File: src/rtl/slot_alloc_pkg.sv
package slot_alloc_pkg;
    localparam int OPC_W = 6;

    typedef enum logic [1:0] {
        CLS_SCALAR = 2'd0,
        CLS_VALU   = 2'd1,
        CLS_VSTORE = 2'd2,
        CLS_RSVD   = 2'd3
    } op_class_e;

    localparam logic [OPC_W-1:0] OPC_BRANCH = 6'h3E;
    localparam logic [OPC_W-1:0] OPC_CALL   = 6'h3F;
    localparam int WIDE_BIT = OPC_W - 1;

    function automatic logic is_ctrl_flow(input logic [OPC_W-1:0] opc);
        return (opc == OPC_BRANCH) || (opc == OPC_CALL);
    endfunction
endpackage

File: src/rtl/slot_legal.sv
module slot_legal
    import slot_alloc_pkg::*;
#(
    parameter int NS       = 2,
    parameter int NV       = 2,
    parameter int WIN_LANE = 1,
    localparam int NSLOT   = NS + NV + 1
) (
    input  op_class_e        cls,
    input  logic [OPC_W-1:0] opcode,
    input  logic [NSLOT-1:0] occ,
    input  logic             wide_held,
    output logic [NSLOT-1:0] legal
);
    localparam int WIN_BIT = NS + WIN_LANE;
    localparam int ST_BIT  = NS + NV;

    logic ctrl;
    logic wide;
    assign ctrl = is_ctrl_flow(opcode);
    assign wide = opcode[WIDE_BIT];

    for (genvar s = 0; s < NS; s++) begin : g_scalar
        if (s == 0) begin : g_seq
            assign legal[s] = (cls == CLS_SCALAR);
        end else begin : g_plain
            assign legal[s] = (cls == CLS_SCALAR) && !ctrl;
        end
    end

    for (genvar v = 0; v < NV; v++) begin : g_valu
        if (v == WIN_LANE) begin : g_win
            assign legal[NS+v] = (cls == CLS_VALU) && !wide_held;
        end else begin : g_free
            assign legal[NS+v] = (cls == CLS_VALU);
        end
    end

    assign legal[ST_BIT] = (cls == CLS_VSTORE) && !(wide && occ[WIN_BIT]);
endmodule

File: src/rtl/slot_pick.sv
module slot_pick #(
    parameter int N     = 5,
    localparam int IW   = (N > 1) ? $clog2(N) : 1
) (
    input  logic [N-1:0]  cand,
    output logic          found,
    output logic [IW-1:0] idx,
    output logic [N-1:0]  onehot
);
    always_comb begin
        idx = '0;
        for (int i = N - 1; i >= 0; i--) begin
            if (cand[i]) idx = IW'(i);
        end
        found  = |cand;
        onehot = found ? (N'(1) << idx) : '0;
    end
endmodule

File: src/rtl/vliw_slot_alloc.sv
module vliw_slot_alloc
    import slot_alloc_pkg::*;
#(
    parameter int NS       = 2,
    parameter int NV       = 2,
    parameter int WIN_LANE = 1,
    localparam int MASK_W  = NS + NV + 1,
    localparam int SLOT_W  = $clog2(MASK_W)
) (
    input  logic              clk,
    input  logic              rst_n,
    input  logic              req_valid,
    input  logic [1:0]        req_class,
    input  logic [5:0]        req_opcode,
    input  logic              finalize,
    output logic              rsp_valid,
    output logic              rsp_grant,
    output logic              rsp_error,
    output logic [SLOT_W-1:0] rsp_slot,
    output logic              commit_valid,
    output logic [MASK_W-1:0] commit_mask
);
    localparam int WIN_BIT = NS + WIN_LANE;

    typedef struct packed {
        logic [MASK_W-1:0] occ;
        logic              wide;
        logic              rsp_valid;
        logic              rsp_grant;
        logic              rsp_error;
        logic [SLOT_W-1:0] rsp_slot;
        logic              commit_valid;
        logic [MASK_W-1:0] commit_mask;
    } state_t;

    state_t st_d, st_q;

    op_class_e         cls;
    logic [MASK_W-1:0] base_occ;
    logic              base_wide;
    logic [MASK_W-1:0] legal;
    logic [MASK_W-1:0] cand;
    logic              found;
    logic [SLOT_W-1:0] pick_idx;
    logic [MASK_W-1:0] pick_oh;

    assign cls       = op_class_e'(req_class);
    assign base_occ  = finalize ? '0 : st_q.occ;
    assign base_wide = finalize ? 1'b0 : st_q.wide;

    slot_legal #(.NS(NS), .NV(NV), .WIN_LANE(WIN_LANE)) u_legal (
        .cls       (cls),
        .opcode    (req_opcode),
        .occ       (base_occ),
        .wide_held (base_wide),
        .legal     (legal)
    );

    assign cand = legal & ~base_occ;

    slot_pick #(.N(MASK_W)) u_pick (
        .cand   (cand),
        .found  (found),
        .idx    (pick_idx),
        .onehot (pick_oh)
    );

    always_comb begin
        st_d              = st_q;
        st_d.occ          = base_occ;
        st_d.wide         = base_wide;
        st_d.rsp_valid    = req_valid;
        st_d.rsp_grant    = 1'b0;
        st_d.rsp_error    = 1'b0;
        st_d.rsp_slot     = '0;
        st_d.commit_valid = finalize;
        st_d.commit_mask  = finalize ? st_q.occ : '0;
        if (req_valid) begin
            if (found) begin
                st_d.rsp_grant = 1'b1;
                st_d.rsp_slot  = pick_idx;
                st_d.occ       = base_occ | pick_oh;
                if (cls == CLS_VSTORE && req_opcode[WIDE_BIT]) st_d.wide = 1'b1;
            end else begin
                st_d.rsp_error = 1'b1;
            end
        end
    end

    always_ff @(posedge clk) begin
        if (!rst_n) st_q <= '0;
        else        st_q <= st_d;
    end

    assign rsp_valid    = st_q.rsp_valid;
    assign rsp_grant    = st_q.rsp_grant;
    assign rsp_error    = st_q.rsp_error;
    assign rsp_slot     = st_q.rsp_slot;
    assign commit_valid = st_q.commit_valid;
    assign commit_mask  = st_q.commit_mask;

    // a granted slot is recorded as occupied
    a_r3_grant_marks: assert property (@(posedge clk) disable iff (!rst_n)
        rsp_grant |-> ((st_q.occ & (MASK_W'(1) << rsp_slot)) != '0));

    // a grant only lands on a slot that was free beforehand
    a_r2_grant_was_free: assert property (@(posedge clk) disable iff (!rst_n)
        (rsp_grant && !$past(finalize)) |->
            (($past(st_q.occ) & (MASK_W'(1) << rsp_slot)) == '0));

    // a refused request leaves occupancy alone
    a_r4_error_keeps: assert property (@(posedge clk) disable iff (!rst_n)
        (rsp_error && !$past(finalize)) |-> (st_q.occ == $past(st_q.occ)));

    // at most one outcome per response
    a_r3_one_outcome: assert property (@(posedge clk) disable iff (!rst_n)
        $onehot0({rsp_grant, rsp_error}));

    // control-flow scalar ops only in slot 0
    a_r5_ctrl_slot0: assert property (@(posedge clk) disable iff (!rst_n)
        (rsp_grant && $past(req_class) == 2'd0 && is_ctrl_flow($past(req_opcode)))
            |-> (rsp_slot == '0));

    // shared window never doubly claimed
    a_r6_window: assert property (@(posedge clk) disable iff (!rst_n)
        !(st_q.wide && st_q.occ[WIN_BIT]));

    // an idle finalize leaves an empty bundle
    a_r7_clear: assert property (@(posedge clk) disable iff (!rst_n)
        ($past(finalize) && !$past(req_valid)) |-> (st_q.occ == '0));

    // no response without a request
    a_r10_idle: assert property (@(posedge clk) disable iff (!rst_n)
        !$past(req_valid) |-> !rsp_valid && !rsp_grant && !rsp_error);
endmodule

File: config.mk
export PLATFORM = sky130hd
export DESIGN_NAME = vliw_slot_alloc
export DESIGN_NICKNAME = d
export VERILOG_FILES = /design/src/rtl/slot_alloc_pkg.sv /design/src/rtl/slot_legal.sv /design/src/rtl/slot_pick.sv /design/src/rtl/vliw_slot_alloc.sv
export SDC_FILE = /design/constraint.sdc
export NUM_CORES = 1
export LEC_CHECK = 0
export ABC_CLOCK_PERIOD_IN_PS = 2000
export BUFFER_PORTS_ARGS = -buffer_cell sky130_fd_sc_hd__buf_4
export CORE_AREA = 4 4 63 65
export CTS_CLUSTER_SIZE = 10
export DETAILED_ROUTE_END_ITERATION = 8
export DIE_AREA = 0 0 67 69
export GPL_TIMING_DRIVEN = 0
export PLACE_DENSITY_LB_ADDON = 0.15
export SLEW_MARGIN = 15
export SYNTH_ARGS = -nofsm -noshare
export SYNTH_HDL_FRONTEND = slang
export SYNTH_HIERARCHICAL = 1
export SYNTH_SLANG_ARGS = --single-unit
File: constraint.sdc
create_clock -name clk -period 2 [get_ports clk]
set_clock_uncertainty 0.15 [all_clocks]
set_input_delay 0.4 -clock clk [delete_from_list [all_inputs] [get_ports clk]]
set_output_delay 0.4 -clock clk [all_outputs]
set_load 0.02 [all_outputs]
Word level (Yosys, flattened, before mapping)
Cells that the tools add are included. Widths: inputs -> output; s select.

Memories kept: 0. Input bits: 12. Memory bits (writable): 0. Bits in registers: 18. Latch bits: 0. Memory bits (read-only): 0.

$lt $le $gt $ge: 0. Shifts and indexed selects: 1. Reductions and logical operators: 14. Bitwise operators: 3. Add/sub/neg operators: 0. Multipliers: 0. Divide/modulo/power cells: 0. Eq/ne operators: 4. Muxes and demuxes: 13.

Operators with widths (count): $mux 3 (5); $eq 6x6->1 const B (2); $mux 6 (2); $mux 5 (2); $and 5x5->5 (1); $logic_and 1x1->1 (5); $not 5->5 (1); $or 5x5->5 (1); $reduce_or 5->1 (1); $shl 1x3->5 const A (1); $mux 1 (4); $reduce_and 2->1 (2); $logic_not 1->1 (3); $reduce_and 3->1 (1); $eq 2x1->1 const B (1); $eq 2x2->1 const B (1); $logic_not 2->1 (1); $logic_or 1x1->1 (1).

Depth between registers and ports, before layout
Gate-level depths: netlist of the first run.

Word-level depth: 15. Gate-level depth with buffers: 8. Mapped depth without buffers: 7.

Cells and area by module
The synthesis of the first run kept the hierarchy.

By module, submodules not included: vliw_slot_alloc (area each 713.2 um2, instances 1, cells each 68); slot_pick (area each 68.8 um2, instances 1, cells each 13); slot_legal (area each 45.0 um2, instances 1, cells each 7).

Least setup slack after synthesis of the first run
OpenSTA, ideal clock, no wires.

Kind: input-to-reg. From: input port finalize. To: register st_q[12] in the netlist's numbering. Arrival time: 1.621 ns. Cell stages on the path: 7. Setup time: 0.117 ns. Data required time: 1.733 ns. Setup slack: 0.112 ns. Cells stage by stage: buf_2 -> nand2b_4 -> and2_1 -> nor2_2 -> nand3b_1 -> and3_4 -> a32o_1.

Elaborated cells between the ends (all ways): 13. Those cells by class: mux (5); bitwise (2); reduce/logical (6).

RTL lines: from (decl) (line vliw_slot_alloc.sv:15) `input logic finalize,`; $mux 5 (line vliw_slot_alloc.sv:48) `assign base_occ = finalize ? '0 : st_q.occ;`; $not 5->5 (line vliw_slot_alloc.sv:59) `assign cand = legal & ~base_occ;`; $and 5x5->5 (line vliw_slot_alloc.sv:59); named net cand[0] (line vliw_slot_alloc.sv:42) `logic [MASK_W-1:0] cand;`; $reduce_or 5->1 (line slot_pick.sv:15) `found = |cand;`; named net found (line vliw_slot_alloc.sv:43) `logic found;`; $mux 6 (line vliw_slot_alloc.sv:79) `if (found) begin`; $mux 6 (line vliw_slot_alloc.sv:78) `if (req_valid) begin`; to (signal assigned) (line vliw_slot_alloc.sv:92) `else st_q <= st_d;`; to (decl) (line vliw_slot_alloc.sv:36) `state_t st_d, st_q;`.

The timed path passes the listed nets, and every way through them passes these cells. A chain may end at the register's enable or synchronous reset.

Worst setup path in the final report of the first run
Ends and elaborated chain as after synthesis.

==> results of run 1 <==
==> worst paths after layout <==
check	cells after the start	slack, ns	end	from
setup / recovery	8	0.13	st_q[12]	finalize
hold / removal	2	0.23	commit_mask[0]	rst_n
hold reg to reg	2	0.37	st_q[14]	st_q[14]
setup reg to reg	7	0.19	st_q[12]	st_q[12]
==> through the flow <==
stage / total power, mW / hold WS (ns) / setup WS, ns
2_1_floorplan: 0.4366 / 0.3151 / 0.1194
3_3_place_gp: 0.4757 / 0.3402 / -0.1986
3_5_place_dp: 0.4769 / 0.3543 / -0.2212
4_1_cts: 0.7030 / 0.2168 / 0.1031
5_1_grt: 0.7349 / 0.2131 / -0.001384
6_report: 0.6918 / 0.2257 / 0.1308
==> where the power goes <==
part           switching [mW]  total (mW)  internal, mW
Sequential            0.00389       0.372         0.368
Combinational          0.0457      0.0980        0.0522
Clock                   0.111       0.222         0.111
Total                   0.161       0.692         0.531
==> sequential cells by signal, summed over array words and instances, names as in the netlist <==
register,count
rsp_grant,1
rsp_error,1
commit_valid,1
commit_mask,5
rsp_slot,3
rsp_valid,1
st_q,6
==> metal layers <==
| metal | part of all wire, % | vias to the layer above | global-route usage, % |
|---|---|---|---|
| met3 | 9.2 | 2 | 3.409 |
| met5 | 0 | - | 0 |
| met1 | 46 | 273 | 9.298 |
| li1 | - | 325 | - |
| met4 | 1.1 | 0 | 4.054 |
| met2 | 43 | 18 | 9.825 |
==> final cells by class <==
type,instances,area [sq um]
Timing Repair Buffer,23,172.7
Inverter,3,11.26
Multi-Input combinational cell,52,367.9
Buffer,11,73.82
Fill cell,378,2257
Tap cell,46,57.56
Sequential cell,18,360.3
Clock buffer,4,36.28
==> worst max-delay path: stages <==
cell and delay, ns:
buf_4 0.11, buf_2 0.16, nand2b_4 0.15, and2_1 0.21, nor2_2 0.18, nand3b_1 0.21, and3_4 0.24, a32o_1 0.24
==> layout by cell type, fill, tap and decap left out, drive strengths merged <==
| cell type | count |
|---|---|
| a21boi | 5 |
| nor2b | 4 |
| a21oi | 1 |
| a32o | 1 |
| nand2b | 6 |
| clkbuf | 6 |
| and2b | 1 |
| and2 | 11 |
| nand3b | 1 |
| nor2 | 4 |
| nor3 | 2 |
| buf | 32 |
| a311oi | 1 |
| and3 | 9 |
| inv | 3 |
| nand3 | 5 |
| a211oi | 1 |
| dfxtp | 18 |
==> what timing repair did <==
action / in CTS / in global routing
resized for setup: 0 / 1
hold buffers: 0 / 0
buffers inserted: 0 / 1
setup endpoints to repair: 0 / 1
hold endpoints to repair: 0 / 0
==> impl_metrics.json, run 1 <==
{
  "dr_total_vias": 618,
  "cp.required_ns": 2.04,
  "grt_max_degree": 11,
  "dp_hpwl_um": 1188,
  "wirelength_um": 1505,
  "clock.fmax_ghz": 0.5350,
  "fp.dieH_um": 69,
  "clock_latency_ns": 0.29,
  "row_count": 21,
  "fin_area_sq_um": 1080,
  "synthCells": 84,
  "drc": 0,
  "root_buffer": "clkbuf_4",
  "cts.clk_slew.worst_paths_ns": 0.10,
  "arrival_ns": 1.91,
  "vias_per_cell": 3.936,
  "fin_setup_tns_ns": 0,
  "wl_per_cell_um": 9.586,
  "setup_viol": 0,
  "min_path_type": "primary input to register",
  "grt_pass1_wl_um": 2553,
  "grt_use_total_pct": 7.271,
  "worst_slew_pin_slew_ns": 0.3128,
  "period_minus_slack_ns": 1.869,
  "cts_buffer_depth": 2,
  "place.gp.congestion": 0.7688,
  "dp_cells": 152,
  "cts.sinks": 18,
  "first_iter_violations": 15,
  "drt_first_pass_iters": 3,
  "final_nets": 124,
  "min_period_over_period_pct": 93.46,
  "grt_pass1_vias": 581,
  "netlist_area_sq_um": 812.0,
  "initial_core_util_pct": 24.33,
  "cts_made_buffers": 3,
  "slew_headroom_pct": 79.01,
  "syn_avg_cell_area_sq_um": 9.667,
  "drv_cap": 0,
  "syn_to_final_growth_pct": 32.97,
  "ant_nets": 0,
  "hold_violations": 0,
  "start_kind": "primary input",
  "fp.coreArea_sq_um": 3337,
  "htree_levels": 1,
  "slew_viol_final": 0,
  "cts_tree": "yes",
  "critPathMaxFanout": 10,
  "layout-drive-gt1-share_pct": 44.14,
  "antenna_found_initial": 0,
  "irDropWorstVdd_mv": 0.1888,
  "antennaDiodeCount": 0,
  "status": "completed",
  "io_buffers": 22,
  "cp-end-kind": "register",
  "die_w_um": 67,
  "place_area_sq_um": 1035,
  "grt_overflow_total": 0,
  "p_per_area_nw_per_um2": 640.6,
  "crit_type": "primary input to register",
  "ys_warn_count": 6,
  "power.leakage_nw": 0.5197,
  "die_area_sq_um": 4623,
  "utilization_pct": 32.36,
  "mappedNetlistNets": 96,
  "final_cells": 157,
  "io-pin-count": 24
}
Power figures use the tool's default switching activity.
==> run 2, diff against run 1 <==
--- a/config.mk
+++ b/config.mk
@@ -12,7 +12,7 @@
 export DETAILED_ROUTE_END_ITERATION = 8
 export DIE_AREA = 0 0 67 69
 export GPL_TIMING_DRIVEN = 0
-export PLACE_DENSITY_LB_ADDON = 0.15
+export PLACE_DENSITY = 0.45
 export SLEW_MARGIN = 15
 export SYNTH_ARGS = -nofsm -noshare
 export SYNTH_HDL_FRONTEND = slang
==> impl_metrics.json, run 2 (same netlist as run 1, synthesis figures left out) <==
{
  "drv_cap": 0,
  "switching_power_mw": 0.1614,
  "worst_slew_pin_slew_ns": 0.3055,
  "slew_headroom_pct": 79.50,
  "r2r_cells": 7,
  "antennaDiodeCount": 0,
  "row_count": 21,
  "critical_path.startpoint": "finalize",
  "setup_viol": 0,
  "place_area_sq_um": 1035,
  "fin_setup_tns_ns": 0,
  "min_path_type": "primary input to register",
  "use_met3_pct": 2.597,
  "start_kind": "primary input",
  "n_fill_cell": 365,
  "final_nets": 123,
  "root_buffer": "clkbuf_4",
  "final_cells": 156,
  "place.gp.congestion": 0.8163,
  "cp.required_ns": 2.04,
  "swShare_pct": 23.37,
  "gr-usage-met2_pct": 10.15,
  "die_area_sq_um": 4623,
  "grt_overflow_total": 0,
  "io_buffers": 22,
  "fp.dieH_um": 69,
  "utilization_pct": 32.13,
  "irDropWorstVdd_mv": 0.1606,
  "dr_total_vias": 627,
  "final_common_cell": "buf_4",
  "grt_pass1_wl_um": 2580,
  "holdPathStages": 2,
  "wl_per_cell_um": 9.821,
  "top_usage_layer": "met2",
  "clock.fmax_ghz": 0.5326,
  "crit_chain": "buf_4 > buf_2 > nand2b_4 > and2_1 > nor2_2 > nand3b_1 > and3_4 > a32o_1",
  "rr_endpoint": "st_q[12]",
  "final_cell_mix": "buf_4 (30), dfxtp_1 (18), and3_1 (8)",
  "syn_to_final_growth_pct": 32.05,
  "timing.rr.start": "st_q[12]",
  "drc": 0,
  "place_ws_ns": -0.2003,
  "internal_power_mw": 0.5291,
  "hold-worst-slack_ns": 0.2207,
  "holdCritStartpoint": "rst_n",
  "initial_core_util_pct": 24.33,
  "status": "completed",
  "multi_input_area_sq_um": 367.9,
  "cts-hold-fix-buffers": 0,
  "fp.coreArea_sq_um": 3337,
  "fin_area_sq_um": 1072,
  "layout-drive-gt1-share_pct": 43.64,
  "wirelength_um": 1532,
  "htree_levels": 1,
  "grt_max_degree": 11,
  "power.leakage_nw": 0.5152,
  "first_iter_violations": 13,
  "use_met1_pct": 9.543,
  "dp_hpwl_um": 1192,
  "hold_violations": 0,
  "die_w_um": 67,
  "cts_made_buffers": 3,
  "cpPeakStageDelay_ns": 0.25,
  "grt_pass1_vias": 571,
  "largest-register": "st_q",
  "critPathMaxFanout": 10,
  "p_per_area_nw_per_um2": 643.9,
  "clock_latency_ns": 0.29,
  "arrival_ns": 1.92,
  "crit_slowest_cell": "and3_4",
  "critical_path.top_delay_family": "simple AND/OR/NAND/NOR gates",
  "io-pin-count": 24,
  "cts.clk_slew.worst_paths_ns": 0.10,
  "grt_use_total_pct": 7.381,
  "crit_type": "primary input to register",
  "hold_end": "rsp_valid",
  "ant_nets": 0,
  "cts.sinks": 18,
  "antenna_found_initial": 0,
  "regToRegSetupSlack_ns": 0.18,
  "comb_power_share_pct": 13.8,
  "seqCellArea_sq_um": 360.3,
  "period_minus_slack_ns": 1.877,
  "min_period_over_period_pct": 93.87,
  "dp_cells": 152,
  "cp-end-kind": "register",
  "critPathBufInv": 2,
  "seqPwrFrac_pct": 53.9,
  "rsz0062_at_grt": "no",
  "fin_ws_ns": 0.1226,
  "cts_buffer_depth": 2,
  "largest_register_ffs": 6,
  "drt_first_pass_iters": 4,
  "slew_viol_final": 0,
  "finalPower_mw": 0.6904,
  "cts_tree": "yes",
  "clkPwrFrac_pct": 32.3,
  "vias_per_cell": 4.019
}
[run 2: how the worst max path moves through the flow]
stage	endpoint	cells past startpoint	slack, ns
after detailed placement	st_q[12]	8	-0.20
after global routing	st_q[12]	8	0.02
after floorplan	st_q[12]	7	0.12
final	st_q[12]	8	0.12
after global placement	st_q[12]	8	-0.19
after CTS	st_q[12]	8	0.13
[run 2: what timing repair did]
item | in CTS | in global routing
gates resized for setup | 0 | 1
endpoints found under the setup margin | 0 | 1
setup buffers | 0 | 0
endpoints found under the hold margin | 0 | 0
[run 2: routing by layer]
| metal | share of wire [%] | vias up |
|---|---|---|
| li1 | - | 325 |
| met1 | 49 | 276 |
| met2 | 42 | 24 |
| met3 | 6.7 | 2 |
| met4 | 1.8 | 0 |
| met5 | 0 | - |
[run 2: layout make-up]
| class | count | area share [%] |
|---|---|---|
| buffer | 11 | 6.884 |
| clock buffer | 4 | 3.384 |
| inverter | 3 | 1.050 |
| multi-input combinational | 52 | 34.31 |
| sequential | 18 | 33.61 |
| tap | 46 | 5.368 |
| timing repair buffer | 22 | 15.40 |
[run 2: power by group through the flow]
stage | clock network, mW | registers [mW] | logic (mW)
2_1_floorplan | 0 | 0.385 | 0.0513
3_5_place_dp | 0 | 0.380 | 0.0961
4_1_cts | 0.238 | 0.372 | 0.0964
5_1_grt | 0.260 | 0.373 | 0.106
6_report | 0.223 | 0.372 | 0.0953
3_3_place_gp | 0 | 0.380 | 0.0957
==> run 3, diff against run 2 <==
--- a/config.mk
+++ b/config.mk
@@ -12,7 +12,7 @@
 export DETAILED_ROUTE_END_ITERATION = 8
 export DIE_AREA = 0 0 67 69
 export GPL_TIMING_DRIVEN = 0
-export PLACE_DENSITY = 0.45
+export PLACE_DENSITY_LB_ADDON = 0.12
 export SLEW_MARGIN = 15
 export SYNTH_ARGS = -nofsm -noshare
 export SYNTH_HDL_FRONTEND = slang
==> impl_metrics.json, run 3 (same netlist as run 1, synthesis figures left out) <==
{
  "antennaDiodeCount": 0,
  "min_period_over_period_pct": 91.22,
  "crit_slowest_cell": "a32o_1",
  "p_per_area_nw_per_um2": 642.1,
  "die_area_sq_um": 4623,
  "antenna_found_initial": 0,
  "cts.sinks": 18,
  "rsz0062_at_grt": "no",
  "wirelength_um": 1507,
  "cts_made_buffers": 3,
  "dr_total_vias": 606,
  "clock_latency_ns": 0.29,
  "fp.coreArea_sq_um": 3337,
  "place.gp.congestion": 0.8011,
  "grt_max_degree": 11,
  "irDropWorstVdd_mv": 0.2125,
  "slew_viol_final": 0,
  "wl_per_cell_um": 9.599,
  "power.leakage_nw": 0.5190,
  "drc": 0,
  "largest_register_ffs": 6,
  "crit_chain": "buf_4 > buf_2 > nand2b_4 > and2_1 > nor2_2 > nand3b_1 > and3_4 > a32o_1",
  "utilization_pct": 32.32,
  "layout-drive-gt1-share_pct": 43.24,
  "rr_endpoint": "st_q[12]",
  "vias_per_cell": 3.860,
  "regToRegSetupSlack_ns": 0.24,
  "dp_hpwl_um": 1173,
  "worst_slew_pin_slew_ns": 0.2566,
  "cts_tree": "yes",
  "cts.clk_slew.worst_paths_ns": 0.11,
  "largest-register": "st_q",
  "row_count": 21,
  "final_nets": 124,
  "hold_end": "rsp_valid",
  "io-pin-count": 24,
  "cts-hold-fix-buffers": 0,
  "first_iter_violations": 15,
  "period_minus_slack_ns": 1.824,
  "grt_overflow_total": 0,
  "hold_violations": 0,
  "syn_to_final_growth_pct": 32.82,
  "hold-worst-slack_ns": 0.2239,
  "die_w_um": 67,
  "arrival_ns": 1.87,
  "cts_buffer_depth": 2,
  "grt_pass1_wl_um": 2449,
  "status": "completed",
  "clock.fmax_ghz": 0.5482,
  "htree_levels": 1,
  "start_kind": "primary input",
  "r2r_cells": 7,
  "initial_core_util_pct": 24.33,
  "holdCritStartpoint": "rst_n",
  "final_common_cell": "buf_4",
  "drt_first_pass_iters": 2,
  "setup_viol": 0,
  "cpPeakStageDelay_ns": 0.24,
  "cp.required_ns": 2.05,
  "ant_nets": 0,
  "timing.rr.start": "st_q[12]",
  "cp-end-kind": "register",
  "min_path_type": "primary input to register",
  "fp.dieH_um": 69,
  "io_buffers": 22,
  "n_fill_cell": 362,
  "crit_type": "primary input to register",
  "root_buffer": "clkbuf_4",
  "final_cell_mix": "buf_4 (31), dfxtp_1 (18), and3_1 (8)",
  "grt_pass1_vias": 563,
  "critPathMaxFanout": 10,
  "drv_cap": 0,
  "holdPathStages": 2,
  "grt_use_total_pct": 6.975,
  "slew_headroom_pct": 82.78
}
## run 3: cell types whose count changed in the layout (fill, tap and decap cells not counted), sizes merged
cell,delta
buf,+1
## run 3: power by group
part	internal [mW]	total [mW]	switching [mW]	leakage, nW
combinational	0.0520	0.0975	0.0456	0.352
clock	0.111	0.223	0.112	0.0210
sequential	0.368	0.372	0.00374	0.146
## run 3: worst max-delay path: cells and delay by family
family                 cells  cell delay (ns)
AO/OA/AOI/OAI              1             0.24
AND/OR/NAND/NOR            5             0.94
buffers and inverters      2             0.28
## run 3: per-stage QoR
step / std cells / cell area [sq um] / setup TNS, ns / worst slack [ns] / power, mW
2_1_floorplan: 84 / 812.0 / 0 / 0.1194 / 0.4366
3_3_place_gp: 152 / 1035 / -0.7917 / -0.2073 / 0.4762
3_5_place_dp: 152 / 1035 / -0.8565 / -0.2270 / 0.4769
4_1_cts: 156 / 1071 / 0 / 0.09820 / 0.7050
5_1_grt: 157 / 1079 / 0 / 0.06448 / 0.7339
6_report: 157 / 1079 / 0 / 0.1757 / 0.6925
## run 3: routing by layer
layer	up-vias	GRT usage, %	part of all wire [%]
li1	325	-	-
met1	262	7.806	46
met2	17	10.92	45
met3	2	3.247	7.4
met4	0	3.378	1.1
met5	-	0	0
## run 3: area by class of cell
type                            count  area [sq um]  share of cell area, %
Sequential cell                    18         360.3                  33.41
Tap cell                           46         57.56                  5.336
Buffer                             11         73.82                  6.845
Inverter                            3         11.26                  1.044
Multi-Input combinational cell     52         366.6                  33.99
Timing Repair Buffer               23         172.7                  16.01
Clock buffer                        4         36.28                  3.364
## run 3: what timing repair did
action	4_1_cts	5_1_grt
setup endpoints to repair	0	1
resized for setup	0	0
setup buffers	0	1
hold endpoints to repair	0	0
## run 3: worst max-delay path by stage
stage	startpoint	end	slack (ns)	depth (start not counted)
floorplan	finalize	st_q[12]	0.12	7
global placement	finalize	st_q[12]	-0.21	8
detailed placement	finalize	st_q[12]	-0.23	8
CTS	finalize	st_q[12]	0.1	8
global route	st_q[12]	st_q[12]	0.06	7
finish	finalize	st_q[12]	0.18	8
